<file path="src/rtl/stby_pkg.sv">
package stby_pkg;
  typedef enum logic [2:0] {
    ST_RUN, ST_STANDBY, ST_SETTLE, ST_WAKE, ST_PINHOLD, ST_PINEXC
  } stbyState_e;

  // Strobes from the control FSM to the datapath
  typedef struct packed {
    logic latchSel;  // capture settling selector
    logic cntRun;    // settle counter advances
  } dpCtrl_t;
endpackage

</file>
<file path="src/rtl/stby_datapath.sv">
module stby_datapath
  import stby_pkg::*;
#(
  parameter int NUM_IRQ          = 6,
  parameter int SEL_W            = 3,
  parameter int SETTLE_BASE_LOG2 = 8
) (
  input  logic               clk,
  input  logic               rstN,
  input  dpCtrl_t            ctrl,
  input  logic [SEL_W-1:0]   settleSel,
  input  logic               nmiReq,
  input  logic [NUM_IRQ-1:0] irqReq,
  input  logic [NUM_IRQ-1:0] irqEnable,
  input  logic [NUM_IRQ-1:0] irqXferSrc,
  input  logic               cpuMasked,
  output logic               wakeReq,
  output logic               settleDone
);
  localparam int CNT_W = SETTLE_BASE_LOG2 + (1 << SEL_W) - 1;

  logic [NUM_IRQ-1:0] lineOk;
  logic [SEL_W-1:0]   selLatch;
  logic [CNT_W-1:0]   cnt;
  logic [CNT_W:0]     target;
  logic [CNT_W-1:0]   settleLast;

  for (genvar i = 0; i < NUM_IRQ; i++) begin : g_qual
    assign lineOk[i] = irqReq[i] & irqEnable[i] & ~irqXferSrc[i];
  end

  assign wakeReq = nmiReq | ((|lineOk) & ~cpuMasked);

  always_comb begin
    target     = (CNT_W+1)'(1) << (SETTLE_BASE_LOG2 + int'(selLatch));
    settleLast = CNT_W'(target - 1'b1);
  end

  always_ff @(posedge clk or negedge rstN) begin
    if (!rstN) begin
      selLatch <= '0;
      cnt      <= '0;
    end else begin
      if (ctrl.latchSel) selLatch <= settleSel;
      if (ctrl.cntRun) cnt <= cnt + 1'b1;
      else             cnt <= '0;
    end
  end

  assign settleDone = ctrl.cntRun && (cnt == settleLast);

  // selector frozen while settling
  p_sel_hold_r10: assert property (@(posedge clk) disable iff (!rstN)
    ctrl.cntRun |=> $stable(selLatch));
  // processor mask blocks every IRQ line
  p_irq_masked_r4: assert property (@(posedge clk) disable iff (!rstN)
    (!nmiReq && cpuMasked) |-> !wakeReq);
  // NMI always qualifies
  p_nmi_wakes_r3: assert property (@(posedge clk) disable iff (!rstN)
    nmiReq |-> wakeReq);
  // counter never passes the selected limit
  p_count_bound_r5: assert property (@(posedge clk) disable iff (!rstN)
    ctrl.cntRun |-> (cnt <= settleLast));
endmodule

</file>
<file path="src/rtl/stby_control.sv">
module stby_control
  import stby_pkg::*;
(
  input  logic    clk,
  input  logic    rstN,
  input  logic    sleepStrobe,
  input  logic    standbySel,
  input  logic    lowSpeedSel,
  input  logic    wdtPrescaleSel,
  input  logic    wakeReq,
  input  logic    settleDone,
  input  logic    resetPinN,
  output dpCtrl_t ctrl,
  output logic    oscEnable,
  output logic    clkEnable,
  output logic    wakeStrobe,
  output logic    resetExcStrobe
);
  stbyState_e state, nextState;
  logic entryOk;

  assign entryOk = sleepStrobe & standbySel & ~lowSpeedSel & ~wdtPrescaleSel;

  always_comb begin
    nextState = state;
    if (!resetPinN) nextState = ST_PINHOLD;
    else begin
      unique case (state)
        ST_RUN:     if (entryOk) nextState = ST_STANDBY;
        ST_STANDBY: if (wakeReq) nextState = ST_SETTLE;
        ST_SETTLE:  if (settleDone) nextState = ST_WAKE;
        ST_WAKE:    nextState = ST_RUN;
        ST_PINHOLD: nextState = ST_PINEXC;
        ST_PINEXC:  nextState = ST_RUN;
        default:    nextState = ST_RUN;
      endcase
    end
  end

  always_ff @(posedge clk or negedge rstN) begin
    if (!rstN) state <= ST_RUN;
    else       state <= nextState;
  end

  assign ctrl.latchSel  = (state == ST_STANDBY);
  assign ctrl.cntRun    = (state == ST_SETTLE);
  assign oscEnable      = (state != ST_STANDBY);
  assign clkEnable      = (state != ST_STANDBY) && (state != ST_SETTLE);
  assign wakeStrobe     = (state == ST_WAKE);
  assign resetExcStrobe = (state == ST_PINEXC);

  // standby is only reached from a qualified sleep request
  p_entry_qualified_r1: assert property (@(posedge clk) disable iff (!rstN)
    (state == ST_STANDBY && $past(state) == ST_RUN)
      |-> $past(sleepStrobe && standbySel && !lowSpeedSel && !wdtPrescaleSel));
  // settling holds until the counter reports done
  p_settle_holds_r5: assert property (@(posedge clk) disable iff (!rstN)
    (state == ST_SETTLE && !settleDone && resetPinN) |=> (state == ST_SETTLE));
  // wake strobe lasts one cycle, clocks stay on after it
  p_wake_single_r6: assert property (@(posedge clk) disable iff (!rstN)
    wakeStrobe |=> (!wakeStrobe && clkEnable));
  // pin low forces clocks on next cycle, never an interrupt wake
  p_pin_clocks_r7: assert property (@(posedge clk) disable iff (!rstN)
    !resetPinN |=> (oscEnable && clkEnable && !wakeStrobe));
  // reset exception follows the pin hold phase
  p_reset_exc_r8: assert property (@(posedge clk) disable iff (!rstN)
    resetExcStrobe |-> ($past(state) == ST_PINHOLD));
endmodule

</file>
<file path="src/rtl/stby_wake_ctrl.sv">
module stby_wake_ctrl
  import stby_pkg::*;
#(
  parameter int NUM_IRQ          = 6,
  parameter int SEL_W            = 3,
  parameter int SETTLE_BASE_LOG2 = 8
) (
  input  logic               clk,
  input  logic               rstN,
  input  logic               sleepStrobe,
  input  logic               cfgStandbySel,
  input  logic               cfgLowSpeedSel,
  input  logic               cfgWdtPrescaleSel,
  input  logic [SEL_W-1:0]   cfgSettleSel,
  input  logic               nmiReq,
  input  logic [NUM_IRQ-1:0] irqReq,
  input  logic [NUM_IRQ-1:0] irqEnable,
  input  logic [NUM_IRQ-1:0] irqXferSrc,
  input  logic               cpuMasked,
  input  logic               resetPinN,
  output logic               oscEnable,
  output logic               clkEnable,
  output logic               wakeStrobe,
  output logic               resetExcStrobe
);
  dpCtrl_t ctrl;
  logic    wakeReq;
  logic    settleDone;

  stby_control u_ctrl (
    .clk            (clk),
    .rstN           (rstN),
    .sleepStrobe    (sleepStrobe),
    .standbySel     (cfgStandbySel),
    .lowSpeedSel    (cfgLowSpeedSel),
    .wdtPrescaleSel (cfgWdtPrescaleSel),
    .wakeReq        (wakeReq),
    .settleDone     (settleDone),
    .resetPinN      (resetPinN),
    .ctrl           (ctrl),
    .oscEnable      (oscEnable),
    .clkEnable      (clkEnable),
    .wakeStrobe     (wakeStrobe),
    .resetExcStrobe (resetExcStrobe)
  );

  stby_datapath #(
    .NUM_IRQ          (NUM_IRQ),
    .SEL_W            (SEL_W),
    .SETTLE_BASE_LOG2 (SETTLE_BASE_LOG2)
  ) u_dp (
    .clk        (clk),
    .rstN       (rstN),
    .ctrl       (ctrl),
    .settleSel  (cfgSettleSel),
    .nmiReq     (nmiReq),
    .irqReq     (irqReq),
    .irqEnable  (irqEnable),
    .irqXferSrc (irqXferSrc),
    .cpuMasked  (cpuMasked),
    .wakeReq    (wakeReq),
    .settleDone (settleDone)
  );
endmodule

</file>
<file path="config.mk">
export PLATFORM = sky130hd
export DESIGN_NAME = stby_wake_ctrl
export DESIGN_NICKNAME = d
export VERILOG_FILES = /design/src/rtl/stby_pkg.sv /design/src/rtl/stby_datapath.sv /design/src/rtl/stby_control.sv /design/src/rtl/stby_wake_ctrl.sv
export SDC_FILE = /design/constraint.sdc
export NUM_CORES = 1
export LEC_CHECK = 0
export ABC_AREA = 1
export BUFFER_PORTS_ARGS = -buffer_cell sky130_fd_sc_hd__buf_2
export CAP_MARGIN = 10
export CORE_MARGIN = 8
export CORE_UTILIZATION = 35
export CTS_CLUSTER_SIZE = 40
export DETAILED_ROUTE_END_ITERATION = 7
export HOLD_SLACK_MARGIN = 0.06
export PLACE_DENSITY_LB_ADDON = 0.15
export SETUP_SLACK_MARGIN = 0.3
export SYNTH_ARGS = -nofsm -noshare
export SYNTH_HDL_FRONTEND = slang
export SYNTH_SLANG_ARGS = --single-unit
</file>
<file path="constraint.sdc">
create_clock -name clk -period 2.25 [get_ports clk]
set_clock_uncertainty 0.1 [all_clocks]
set_input_delay 0.3375 -clock clk [delete_from_list [all_inputs] [get_ports clk]]
set_output_delay 0.3375 -clock clk [all_outputs]
set_load 0.02 [all_outputs]
</file>
# Word level (Yosys, flattened, before mapping)
# Cells that the tools add are included.
totals:
  ff_bits: 21
  inputBits: 30
  output_inout_bits: 4
  word_cells: 55
classes:
  add_sub_neg: 3
  n_eq_ne: 11
  shift: 1
  muxes: 6
  n_bitwise: 26
  n_reduce_logical: 5
op_table:
  columns: ["cell", "n"]
  rows:
  - ["$shl A1 B32 Y15 const A", 1]
  - ["$and A1 B1 Y1", 16]
  - ["$add A15 B1 Y15 const B", 1]
  - ["$eq A15 B15 Y1", 1]
  - ["$mux W15", 1]
  - ["$sub A15 B1 Y15 const B", 1]
  - ["$mux W3", 4]
  - ["$pmux W3 S4", 1]
  - ["$ne A3 B2 Y1 const B", 3]
  - ["$not A1 Y1", 9]
  - ["$eq A3 B2 Y1 const B", 2]
  - ["$eq A3 B3 Y1 const B", 2]
  - ["$reduce_or A6 Y1", 1]
  - ["$add A4 B3 Y5 const A", 1]
  - ["$eq A3 B1 Y1 const B", 1]
  - ["$logic_not A3 Y1", 1]
  - ["$ne A3 B1 Y1 const B", 1]
  - ["$ne A3 B3 Y1 const B", 1]
  - ["$reduce_and A3 Y1", 1]
  - ["$logic_and A1 B1 Y1", 2]
  - ["$or A1 B1 Y1", 1]

# Logic depth before layout (Yosys ltp)
logic_depth:
  word_depth: 8
  ltp_mapped: 15
  depth_no_buf: 14

# By module
# Synthesis repeated with hierarchy kept, for this count alone.
unflattened:
  hier_cells: 198
  hier_area_um2: 1373.8
modules_own_cells:
  columns: ["mod", "n_inst", "cells_per_inst", "area_per_inst_um2", "seq_area_each_um2"]
  rows:
  - ["stby_datapath", 1, 163, 1149.9, 450.4]
  - ["stby_control", 1, 35, 224.0, 75.1]

# Worst setup path before layout
# No wires, ideal clock.
synth_timing:
  kind: "reg2reg"
  startpoint: "register u_dp.selLatch[2]"
  endpoint: "register u_ctrl.state[0]"
  setup_ns: 0.065
  arrival_time_ns: 1.594
  required_time_ns: 2.085
  path_slack_ns: 0.491
  stages_incl_launch_ff: 16
  path_buffers: 1
  synth_period_minus_slack_ns: 1.759
  cell_sequence: "dfrtp_1 -> buf_6 -> nor2_2 -> nand2_1 -> ha_1 -> inv_1 -> nand2_1 -> nand2_1 -> nand2_1 -> nor2_1 -> nand3_1 -> nor2_1 -> nand2_1 -> nand2_1 -> nand3_1 -> nand2_1"
synth_between:
  elab_chain_cells: 7
synth_lines:
  columns: ["item", "line_no", "text"]
  rows:
  - ["start, declared", "stby_datapath.sv:23", "logic [SEL_W-1:0] selLatch;"]
  - ["start signal, assigned", "stby_datapath.sv:44", "if (ctrl.latchSel) selLatch <= settleSel;"]
  - ["$add A4 B3 Y5", "stby_datapath.sv:35", "target = (CNT_W+1)'(1) << (SETTLE_BASE_LOG2 + int'(selLatch));"]
  - ["$shl A1 B32 Y15", "stby_datapath.sv:35", null]
  - ["$sub A15 B1 Y15", "stby_datapath.sv:36", "settleLast = CNT_W'(target - 1'b1);"]
  - ["$eq A15 B15 Y1", "stby_datapath.sv:50", "assign settleDone = ctrl.cntRun && (cnt == settleLast);"]
  - ["$logic_and A1 B1 Y1", "stby_datapath.sv:50", null]
  - ["$ne A3 B3 Y1 (no source line)", null, null]
  - ["$reduce_and A3 Y1 (no source line)", null, null]
  - ["end signal, assigned", "stby_control.sv:42", "else state <= nextState;"]
  - ["end, declared", "stby_control.sv:19", "stbyState_e state, nextState;"]
# No other way between the ends.
# A chain may end at the register's enable or synchronous reset.

# Final worst setup path
layout_timing:
  startpoint: "register u_ctrl.state[2]"
  endpoint: "output port clkEnable"
layout_between:
  elab_chain_cells: 2
  word_cells_on_any_way: 3
  classes_between: "eq/ne: 2; reduce/logical: 1"
layout_lines:
  columns: ["item", "line_no", "text"]
  rows:
  - ["$ne A3 B1 Y1 or $ne A3 B2 Y1 (tied branches)", "stby_control.sv:48", "assign clkEnable = (state != ST_STANDBY) && (state != ST_SETTLE);"]
  - ["$logic_and A1 B1 Y1 *", "stby_control.sv:48", null]
  - ["end, declared", "stby_wake_ctrl.sv:22", "output logic clkEnable,"]
# Mark *: on every way between the ends. The rest lies on a longest branch, timed or not.

==> run summary <==
DR DRC count: 0
Tot GR Track Use: 0.0994
CTS Buffer Depth: 2
PD cells: 786 nW/um^2
Worst hold stages: 3
Hold Vio Cnt, Final: 0
CP Class: reg2out
Vias: 1,306
Layout cells sized above 1: 0.251
H-tree depth: 1
TNS Setup: 0 ps
Synth area leader: dfrtp_1
Fin nets: 268
Largest net degree at the start of global routing: 22
CP Launch Type: register
Final setup vio count: 0
CP arrival: 1330 ps
Outcome: complete, no violations
RSZ-0062 raised after global routing: false
Starting Density: 0.366
Area Growth Syn to Fin: 25.0%
Final worst-path cycle share: 0.787
Most common cell in the synthesized netlist: nand2_1
Die Area: 6070 um^2
1st-iter DRT viols: 60
Grt ovf: 0
Vias in the first global route: 1,189
Reg2reg path depth: 14
Worst-path clk slew: 80 ps
Detail Route Antenna Nets: 0
Ys async rst share: 1.00
Final std cells w/o fill: 283
Drt first pass iters: 4
Cell variety after synth: 23
Fillers: 384
CORE AREA: 3660 um^2
Final slew viol count: 0
Row count: 22
Post-synthesis sequential area ratio: 0.392
Max_cap viols: 0
Commonest cells in the netlist: nand2_1, inv_1, dfrtp_1, nor2_1, nand3_1
First-pass GRT wire length: 5130 um
Leak Pwr: 0.813 nW
Post-synth EDFFs: 0
Critical path required time: 1810 ps
Ys flop type: dfrtp_1
CTS Buf Count: 3
YS warnings: 0
Die outline width: 77.9 um
Diode count: 0
Post-Route WL: 3100 um
Slew @ Worst Pin: 485 ps
VDD IR max: 0.384 mV
Flops & latches, synth: 21
Root Driver: clkbuf_8
Post-synth top area share: 0.392
Placed Cells: 273
CP endpoint kind: output pin
Syn Nets: 224
CTS tree: built
Cell area after synthesis: 1340 um^2
Clk_lat worst skew: 260 ps
Hold Path Class: in2reg
Cell area after layout: 1680 um^2
# port buffers: 33
Min Tclk post-route: 1770 ps
Hpwl dp: 2450 um
Synth Instances: 192
Die Ht: 77.9 um
Slew HR: 0.676
Drt via density: 4.61
Number of I/O pins: 34
Initial antenna violation count: 0
Worst-path fanout max: 9
GP Congestion: 0.795
F_max: 565 MHz
WL per Instance: 11.0 um
Syn_area_per_cell: 6.99 um^2
Post-DP Area: 1560 um^2
Top cells by area, synth: dfrtp_1, nand2_1, inv_1
Clock Sinks: 21
state kept, by name (all words and copies together) (netlist names):
register / count
u_dp.selLatch: 3
u_ctrl.state: 3
u_dp.cnt: 15
where the power goes:
part	total, mW	internal (mW)	switching [mW]
registers	0.466	0.414	0.0521
logic	0.602	0.274	0.328
clock network	0.250	0.123	0.127
area by class of cell:
| class | count | area, um^2 | share of cell area |
|---|---|---|---|
| multi-input cells | 142 | 717 | 0.428 |
| flip-flops and latches | 21 | 528 | 0.315 |
| repair buffers | 40 | 220 | 0.131 |
| inverters | 28 | 105 | 0.0627 |
| well taps | 48 | 60.1 | 0.0358 |
| clock buffers | 3 | 41.3 | 0.0246 |
| clock inverters | 1 | 5.00 | 0.00299 |
what timing repair did:
action / CTS / global route
setup endpoints to repair: 0 / 2
resized for setup: 0 / 5
hold buffers: 1 / 0
hold endpoints to repair: 21 / 0
buffers inserted: 0 / 5
through the flow:
stage	hold WS, ps	setup WS, ps	total power [mW]	utilization
floorplan	-58.1	491	0.850	-
global placement	239	392	0.951	0.427
detailed placement	235	330	0.949	0.427
CTS	170	306	1.21	0.442
global route	190	322	1.44	0.458
finish	169	479	1.32	0.458
cells by family after synthesis:
| kind of cell | after synthesis | synth area share |
|---|---|---|
| and+or+nand+nor | 113 | 0.386 |
| buffers and inverters | 29 | 0.0868 |
| AOI/OAI and AO/OA | 23 | 0.0905 |
| DFF | 21 | 0.392 |
| xor gates and xnor gates | 4 | 0.0261 |
| adders and majority gates | 2 | 0.0187 |
path summary, 6_finish.rpt:
path | start | end | slack, ps
setup / recovery | u_ctrl.state[2] | clkEnable | 480
hold / removal | cfgSettleSel[1] | u_dp.selLatch[1] | 170
setup reg to reg | u_dp.selLatch[1] | u_ctrl.state[0] | 480
hold reg to reg | u_dp.cnt[0] | u_dp.cnt[0] | 370
max in group asynchronous | rstN | u_dp.selLatch[2] | 1240
min in group asynchronous | rstN | u_dp.selLatch[0] | 460
placed cells by master (no fill, tap or decap), drive strengths merged:
cell type,netlist,layout
a21oi,11,11
clkbuf,0,3
ha,2,2
nor3,10,10
nand4,4,4
dfrtp,21,21
xnor2,3,3
xor2,1,1
clkinv,0,1
buf,1,39
a211oi,1,1
o21ai,9,9
nor2,25,25
o22ai,1,1
inv,28,28
nand3,17,17
nand2,57,57
dlygate4sd3,0,1
o21bai,1,1
worst max-delay path: stages, from the launching register on:
cell and delay (ps):
dfrtp_1 450, nor3_4 230, inv_2 110, nand2_1 90, inv_1 40, buf_2 150
layer usage:
| layer | GRT usage | wire length, um |
|---|---|---|
| met5 | 0 | 0 |
| met4 | 0.0130 | 17 |
| met3 | 0.0288 | 131 |
| met2 | 0.175 | 1580 |
| met1 | 0.119 | 1380 |
No activity file was read; power rests on OpenSTA's default activity.
